==> config.mk <==
export PLATFORM = sky130hd
export DESIGN_NAME = thread_switch_sel
export DESIGN_NICKNAME = d
export VERILOG_FILES = /design/src/rtl/tss_pkg.sv /design/src/rtl/tss_pc_bank.sv /design/src/rtl/tss_ready_bank.sv /design/src/rtl/tss_ctrl.sv /design/src/rtl/thread_switch_sel.sv
export SDC_FILE = /design/constraint.sdc
export NUM_CORES = 1
export LEC_CHECK = 0
export ABC_AREA = 1
export BUFFER_PORTS_ARGS = -buffer_cell sky130_fd_sc_hd__buf_2
export CORE_MARGIN = 3
export CORE_UTILIZATION = 39
export CTS_CLUSTER_SIZE = 8
export DETAILED_ROUTE_END_ITERATION = 8
export PLACE_DENSITY = 0.71
export SLEW_MARGIN = 5
export SYNTH_ARGS = -nofsm -noshare
export SYNTH_HDL_FRONTEND = slang
export SYNTH_SLANG_ARGS = --single-unit
==> constraint.sdc <==
create_clock -name clk -period 2.51 [get_ports clk]
set_input_delay 0.251 -clock clk [delete_from_list [all_inputs] [get_ports clk]]
set_output_delay 0.251 -clock clk [all_outputs]
set_load 0.01 [all_outputs]
==> src/rtl/tss_pkg.sv <==
package tss_pkg;
  localparam int unsigned NTHR = 2;
  typedef logic tid_t;
endpackage

==> src/rtl/tss_pc_bank.sv <==
module tss_pc_bank
  import tss_pkg::*;
#(
  parameter int unsigned PC_W = 32,
  parameter int unsigned STEP = 4
) (
  input  logic                      clk,
  input  logic                      rst,
  input  logic [PC_W-1:0]           reset_vec,
  input  logic                      upd_en,
  input  tid_t                      sel_tid,
  input  logic                      miss,
  input  logic [PC_W-1:0]           miss_pc,
  input  logic                      redir,
  input  logic [PC_W-1:0]           redir_pc,
  input  logic                      adv,
  output logic [NTHR-1:0][PC_W-1:0] pc_q
);
  localparam logic [PC_W-1:0] INC = PC_W'(STEP);

  for (genvar t = 0; t < NTHR; t++) begin : g_pc
    logic [PC_W-1:0] pc_r;
    always_ff @(posedge clk) begin
      if (rst) begin
        pc_r <= reset_vec;
      end else if (upd_en && (sel_tid == tid_t'(t))) begin
        if (miss)       pc_r <= miss_pc;
        else if (redir) pc_r <= redir_pc;
        else if (adv)   pc_r <= pc_r + INC;
      end
    end
    assign pc_q[t] = pc_r;
  end
endmodule

==> src/rtl/tss_ready_bank.sv <==
module tss_ready_bank
  import tss_pkg::*;
(
  input  logic            clk,
  input  logic            rst,
  input  logic            park_en,
  input  tid_t            sel_tid,
  input  logic [NTHR-1:0] wake,
  output logic [NTHR-1:0] rdy_q
);
  for (genvar t = 0; t < NTHR; t++) begin : g_rdy
    logic r;
    always_ff @(posedge clk) begin
      if (rst)                                     r <= 1'b1;
      else if (park_en && (sel_tid == tid_t'(t)))  r <= 1'b0;
      else if (wake[t])                            r <= 1'b1;
    end
    assign rdy_q[t] = r;
  end
endmodule

==> src/rtl/tss_ctrl.sv <==
module tss_ctrl
  import tss_pkg::*;
#(
  parameter int unsigned CNT_W   = 16,
  parameter int unsigned PENALTY = 3
) (
  input  logic             clk,
  input  logic             rst,
  input  logic             fetch_vld,
  input  logic             miss,
  input  logic [NTHR-1:0]  rdy_q,
  input  logic [NTHR-1:0]  wake,
  input  logic             lim_we,
  input  logic [CNT_W-1:0] lim_val,
  output tid_t             tid,
  output logic             pen_zero
);
  localparam int unsigned PEN_W = $clog2(PENALTY + 1);
  localparam logic [PEN_W-1:0] PEN_LD = PEN_W'(PENALTY);

  logic [PEN_W-1:0] pen;
  logic [CNT_W-1:0] cnt, lim;
  logic [CNT_W:0]   cnt_nx;
  tid_t             oth;
  logic             expire, want, go;

  assign pen_zero = (pen == '0);
  assign oth      = ~tid;
  assign cnt_nx   = {1'b0, cnt} + 1'b1;
  assign expire   = fetch_vld && (lim != '0) && (cnt_nx >= {1'b0, lim});
  assign want     = pen_zero && ((fetch_vld && (miss || expire)) || !rdy_q[tid]);
  assign go       = want && (rdy_q[oth] || wake[oth]);

  always_ff @(posedge clk) begin
    if (rst) begin
      tid <= 1'b0;
      pen <= '0;
      cnt <= '0;
    end else if (go) begin
      tid <= oth;
      pen <= PEN_LD;
      cnt <= '0;
    end else if (!pen_zero) begin
      pen <= pen - 1'b1;
    end else if (fetch_vld && (cnt != '1)) begin
      cnt <= cnt + 1'b1;
    end
  end

  always_ff @(posedge clk) begin
    if (rst)         lim <= '0;
    else if (lim_we) lim <= lim_val;
  end
endmodule

==> src/rtl/thread_switch_sel.sv <==
module thread_switch_sel
  import tss_pkg::*;
#(
  parameter int unsigned PC_W    = 32,
  parameter int unsigned CNT_W   = 16,
  parameter int unsigned PENALTY = 3
) (
  input  logic             clk,
  input  logic             rst,
  input  logic [PC_W-1:0]  reset_vec,
  input  logic             miss_evt,
  input  logic [PC_W-1:0]  miss_pc,
  input  logic [1:0]       wake,
  input  logic             pc_adv,
  input  logic             redir,
  input  logic [PC_W-1:0]  redir_pc,
  input  logic             lim_we,
  input  logic [CNT_W-1:0] lim_val,
  output logic             active_tid,
  output logic [PC_W-1:0]  fetch_pc,
  output logic             fetch_vld
);
  logic [NTHR-1:0][PC_W-1:0] pc_q;
  logic [NTHR-1:0]           rdy_q;
  tid_t                      tid;
  logic                      pen_zero;

  assign fetch_vld  = pen_zero && rdy_q[tid];
  assign active_tid = tid;
  assign fetch_pc   = pc_q[tid];

  tss_pc_bank #(.PC_W(PC_W), .STEP(4)) u_pc (
    .clk(clk), .rst(rst), .reset_vec(reset_vec), .upd_en(fetch_vld),
    .sel_tid(tid), .miss(miss_evt), .miss_pc(miss_pc), .redir(redir),
    .redir_pc(redir_pc), .adv(pc_adv), .pc_q(pc_q)
  );

  tss_ready_bank u_rdy (
    .clk(clk), .rst(rst), .park_en(fetch_vld && miss_evt),
    .sel_tid(tid), .wake(wake), .rdy_q(rdy_q)
  );

  tss_ctrl #(.CNT_W(CNT_W), .PENALTY(PENALTY)) u_ctrl (
    .clk(clk), .rst(rst), .fetch_vld(fetch_vld), .miss(miss_evt),
    .rdy_q(rdy_q), .wake(wake), .lim_we(lim_we), .lim_val(lim_val),
    .tid(tid), .pen_zero(pen_zero)
  );
endmodule

======== Yosys cells after proc, flatten, opt, wreduce, memory -nomap -nowiden ========
Cells that the tools add are included.
word-level totals
  input port bits ......................... 120
  bits in registers ....................... 101
  word-level logic and storage cells ...... 70
  output and inout port bits .............. 34
cells by class
  reduce and logical (&&, ||, !) cells .... 27
  equal/unequal tests ..................... 2
  multiplexer cells ....................... 24
  magnitude comparators ................... 3
  bitwise logic cells ..................... 1
  add/sub/neg operators ................... 5
operators by type and width
  operator               count
  $mux 32                12
  $add 32x3->32 const B  2
  $add 16x1->17 const B  1
  $ge 17x16->1           1
  $add 16x1->16 const B  1
  $ne 16x16->1 const B   1
  $reduce_bool 16->1     1
  $logic_and 1x1->1      12
  $mux 1                 10
  $reduce_bool 2->1      4
  $reduce_and 2->1       3
  $lt 1x2->1 const B     2
  $mux 2                 2
  $reduce_bool 4->1      1
  $logic_or 1x1->1       3
  $logic_not 2->1        1
  $ne 2x1->1 const B     1
  $reduce_or 2->1        1
  $sub 2x1->2 const B    1
  $logic_not 1->1        1
  $not 1->1              1

======== Longest topological paths before layout ========
  word-level depth ........................ 11
  depth in mapped cells ................... 21
  gate-level depth less buffers ........... 21

======== By module ========
A second synthesis with hierarchy kept.
second synthesis, totals
  cells, all modules ...................... 1138
  area total of the unflattened synthesis .. 7683.6 um^2
modules (own cells, without submodules)
  module             sequential area each (um^2)  instances  cells an instance  area an instance (um^2)
  tss_pc_bank        1921.8                       1          719                4944.7
  tss_ctrl           700.7                        1          292                2139.6
  thread_switch_sel  0.0                          1          112                499.2
  tss_ready_bank     40.0                         1          15                 100.1

======== Worst setup path before layout ========
OpenSTA, ideal clock, no wires.
  kind .................................... flip-flop to flip-flop
  from .................................... register u_ctrl.cnt[0]
  to ...................................... register u_ctrl.cnt[9]
  cell stages (with the launch flop) ...... 19
  arrival time ............................ 2.627 ns
  path buffers ............................ 1
  path slack .............................. -0.233 ns
  period minus slack after synthesis ...... 2.743 ns
  library setup time ...................... 0.116 ns
  data required time ...................... 2.394 ns
  path through ............................ dfxtp_1 -> ha_1 -> nand3_2 -> nor3_1 -> nand2_1 -> xor2_1 -> ha_1 -> nand2_1 -> nor3_1 -> nand4_2 -> inv_1 -> nand3b_1 -> nand3_1 -> nand2_1 -> nand2_2 -> nand2_4 -> nand2_4 -> buf_6 -> nor2_2
between the ends
  longest elaborated chain between the ends .. 9
  elaborated cells between the ends (all ways) .. 13
  classes of those cells .................. 2 x add/sub; 1 x order compare; 1 x eq/ne; 9 x reduce/logical
RTL lines
  item                       line            source
  start: declaration         tss_ctrl.sv:22  logic [CNT_W-1:0] cnt, lim;
  start signal: assignment   tss_ctrl.sv:46  cnt <= cnt + 1'b1;
  $add 16x1->17              tss_ctrl.sv:29  assign cnt_nx = {1'b0, cnt} + 1'b1;
  net u_ctrl.cnt_nx[12]      tss_ctrl.sv:23  logic [CNT_W:0] cnt_nx;
  $ge 17x16->1               tss_ctrl.sv:30  assign expire = fetch_vld && (lim != '0) && (cnt_nx >= {1'b0, lim});
  $logic_and 1x1->1          tss_ctrl.sv:30
  $logic_or 1x1->1           tss_ctrl.sv:31  assign want = pen_zero && ((fetch_vld && (miss || expire)) || !rdy_q[tid]);
  $logic_and 1x1->1          tss_ctrl.sv:31
  $logic_or 1x1->1           tss_ctrl.sv:31
  $logic_and 1x1->1          tss_ctrl.sv:31
  $logic_and 1x1->1          tss_ctrl.sv:32  assign go = want && (rdy_q[oth] || wake[oth]);
  $reduce_or 2->1 (no line)  -
The timed path passes the listed nets, and every way through them passes these cells.
A chain may end at the register's enable or synchronous reset.

======== Worst setup path after layout ========
  from .................................... register u_ctrl.cnt[1]
  to ...................................... register u_ctrl.cnt[0]
The elaborated chain is that of the path after synthesis.

==> metrics.yaml <==
setup_path:
  worstPathMaxFanout: 8
  crit_chain: "ha_4 > nand3_4 > nor3_4 > nand3_2 > xnor2_2 > ha_1 > a21oi_2 > o211ai_1 > inv_1 > nand2_1 > nor2_1 > nand3_1 > nand2_2 > nand2_4 > nand2_8 > nand2_8 > a21oi_2"
  required_ns: 2.79
  cp.arrival_ns: 3.03
  worst_setup_path_end_kind: "flip-flop"
  slowest_delay_ns: 0.38
  r2r_cells: 17
  crit_type: "reg -> reg"
  rr_endpoint: "u_ctrl.cnt[0]$_SDFFE_PP0P_"
  start_kind: "flip-flop"
  reg2reg_from: "u_ctrl.cnt[1]$_SDFFE_PP0P_"
  reg2reg_slack_ns: -0.24
  crit_slowest_cell: "dfxtp_4"
sta:
  fin_skew_ns: 0.00789
  setup_viol: 19
  worst_pin_slew_ns: 0.750
  period_needed_ns: 2.75
  drv_slew: 0
  period_share_pct: 110
  rsz0062_at_grt: "true"
  hold_viol_final: 0
  timing.final.ws_setup_ns: -0.242
  maxSlewHeadroom_pct: 50.0
  fin_tns_setup_ns: -4.10
  hold_ws_ns: 0.120
  max_freq_mhz: 363
routing:
  ant_nets: 0
  viasPerCell: 5.37
  drtPass1Iterations: 5
  num_vias: 7374
  drc: 0
  routed_wirelength_mm: 22.2
  routedWlPerCell_um: 16.2
  first_iter_violations: 624
worst_hold_path:
  hp-start: "lim_val[0]"
  holdPathStages: 3
  hold_end: "u_ctrl.lim[0]$_SDFFE_PP0P_"
  worstHoldPathType: "in -> reg"
floorplan:
  num_rows: 48
  io_pins: 154
  fp.dieH_um: 142
  dieArea_sq_um: 20000
  initial_utilization_pct: 40.6
  core-area_sq_um: 17700
  die_w_um: 142
placement:
  dpl_worst_slack_ns: -0.265
  place.detailed.hpwl_mm: 16.6
  port_buffers: 153
  place.gp.congestion: 0.974
power:
  cellLeakagePower_uw: 0.00403
  power_density_nw_per_um2: 727
  p_total_uw: 6590
  peakVddDrop_v: 0.000441
logic_synthesis:
  synth_area_per_cell_sq_um: 7.45
  syn-num-nets: 1102
  syn_area_sq_um: 7170
  postSynthCellCount: 962
  async_flop_share_pct: 0
  ys_warn_count: 0
  synth-edff-count: 64
  yosysSeqAreaShare_pct: 37.1
  ys_types: 51
  synth-seq-cells: 101
  synth_flop_cell: "edfxtp_1"
run_status:
  violations: "setup timing"
  outcome: "finished with violations"
job:
  drv_cap: 0
global_route:
  grt_pass1_wl_mm: 34.6
  grt_max_degree: 34
  grt_pass1_vias: 6904
  track_usage_pct: 21.7
  grt_antenna_before_repair: 1
  gr-total-overflow: 0
clocking:
  clk_latency_ns: 0.36
  clock_path_buffers: 2
  path_clk_slew_ns: 0.06
  cts_buffers: 9
  htreeDepth: 3
  cts_root_buffer: "clkbuf_16"
  cts_tree: "built"
  cts_hold_buf: 0
  cts_sinks: 101
finish:
  nets: 1283
  area_delta_synth_final_pct: 26.4
  n_antenna_cell: 0
  final_cell_mix: "nand2_1, buf_2, o21ai_0"
  layout-drive-gt1-share_pct: 28.5
  fill_cells: 1715
  final_common_cell: "nand2_1"
[power by group]
group          total, uW  switching (uW)  internal, uW
clock network       1580             614           961
logic               2550            1680           869
registers           2460             317          2150
[Yosys cell counts, types with 4 or more instances]
cell      instances  area (sq um)
a21boi_0          4          30.0
a21oi_1          47           235
a21oi_2           8          70.1
a221o_1          15           150
a22oi_1          12          90.1
buf_1             4          15.0
buf_2             7          35.0
clkbuf_1         24          90.1
dfxtp_1          37           741
edfxtp_1         64          1920
ha_1             20           250
inv_1            96           360
inv_2             7          26.3
nand2_1         254           953
nand2_2          10          62.6
nand2_4           4          45.0
nand3_1          32           160
nand3_2           9          90.1
nand4_1          19           119
nor2_1           60           225
nor2_2            7          43.8
nor2_4            9           101
nor3_1           18          90.1
nor4_1           11          68.8
o21ai_0         107           536
o21ai_1           6          30.0
o31ai_1           8          60.1
xnor2_1           4          35.0
xor2_1           25           219
[per-stage QoR]
stage	area [sq um]	cells	util (%)
floorplan	7220	962	-
global placement	8410	1342	47.7
detailed placement	8410	1342	47.7
CTS	8880	1367	50.3
global route	9060	1373	51.3
finish	9060	1373	51.3
[worst max-delay path by stage]
stage	startpoint	endpoint	slack [ns]	cells past startpoint
after floorplan	u_ctrl.cnt[2]$_SDFFE_PP0P_	u_ctrl.cnt[2]$_SDFFE_PP0P_	-0.007	20
after global placement	u_ctrl.cnt[1]$_SDFFE_PP0P_	u_ctrl.cnt[5]$_SDFFE_PP0P_	-0.17	19
after detailed placement	u_ctrl.cnt[1]$_SDFFE_PP0P_	u_ctrl.cnt[5]$_SDFFE_PP0P_	-0.27	17
after CTS	u_ctrl.cnt[4]$_SDFFE_PP0P_	u_ctrl.cnt[2]$_SDFFE_PP0P_	-0.18	19
after global routing	u_ctrl.cnt[4]$_SDFFE_PP0P_	u_ctrl.cnt[0]$_SDFFE_PP0P_	-0.42	19
final	u_ctrl.cnt[1]$_SDFFE_PP0P_	u_ctrl.cnt[0]$_SDFFE_PP0P_	-0.24	17
[flip-flops by register name, summed over array words and instances, names as in the netlist]
name            count
u_ctrl.lim         16
u_ctrl.tid          1
u_rdy.g_rdy.r       2
u_ctrl.pen          2
u_pc.g_pc.pc_r     64
u_ctrl.cnt         16
[routing by layer]
metal  track usage (%)  vias to the layer above  wire (um)
li1                  -                     3649          -
met1              27.0                     3382       9100
met2              37.1                      296      10700
met3              5.12                       45       1800
met4              6.82                        2        584
met5                 0                        -          9
[critical path: cells and delay by family (launching register included)]
family | cells | cell delay [ns]
simple gates | 10 | 1.18
fa+ha+maj | 2 | 0.49
flops | 1 | 0.38
compound gates | 3 | 0.36
xor+xnor | 1 | 0.17
buf+inv | 1 | 0.07
[final cells by class]
class / instances / area [sq um] / share of cell area [%]
inverter: 103 / 387 / 4.27
tap: 225 / 282 / 3.11
clock buffer: 13 / 272 / 3.00
clock inverter: 3 / 65.1 / 0.718
timing repair buffer: 207 / 1180 / 13.1
sequential: 101 / 2680 / 29.6
multi-input combinational: 721 / 4200 / 46.3
[what timing repair did]
action | CTS | global route
setup buffers | 8 | 6
gates cloned | 1 | 0
pin swaps | 3 | 11
endpoints found under the setup margin | 19 | 22
gates resized for setup | 10 | 25
[kinds of logic after synthesis]
group | share of synthesized area (%)
AO/OA/AOI/OAI | 18.5
AND/OR/NAND/NOR | 29.6
adder cells (fa/ha/maj) | 3.49
XOR/XNOR | 3.54
flip-flops | 37.1
buffers and inverters | 7.73
Note: power is estimated with default switching activity, not from simulation.
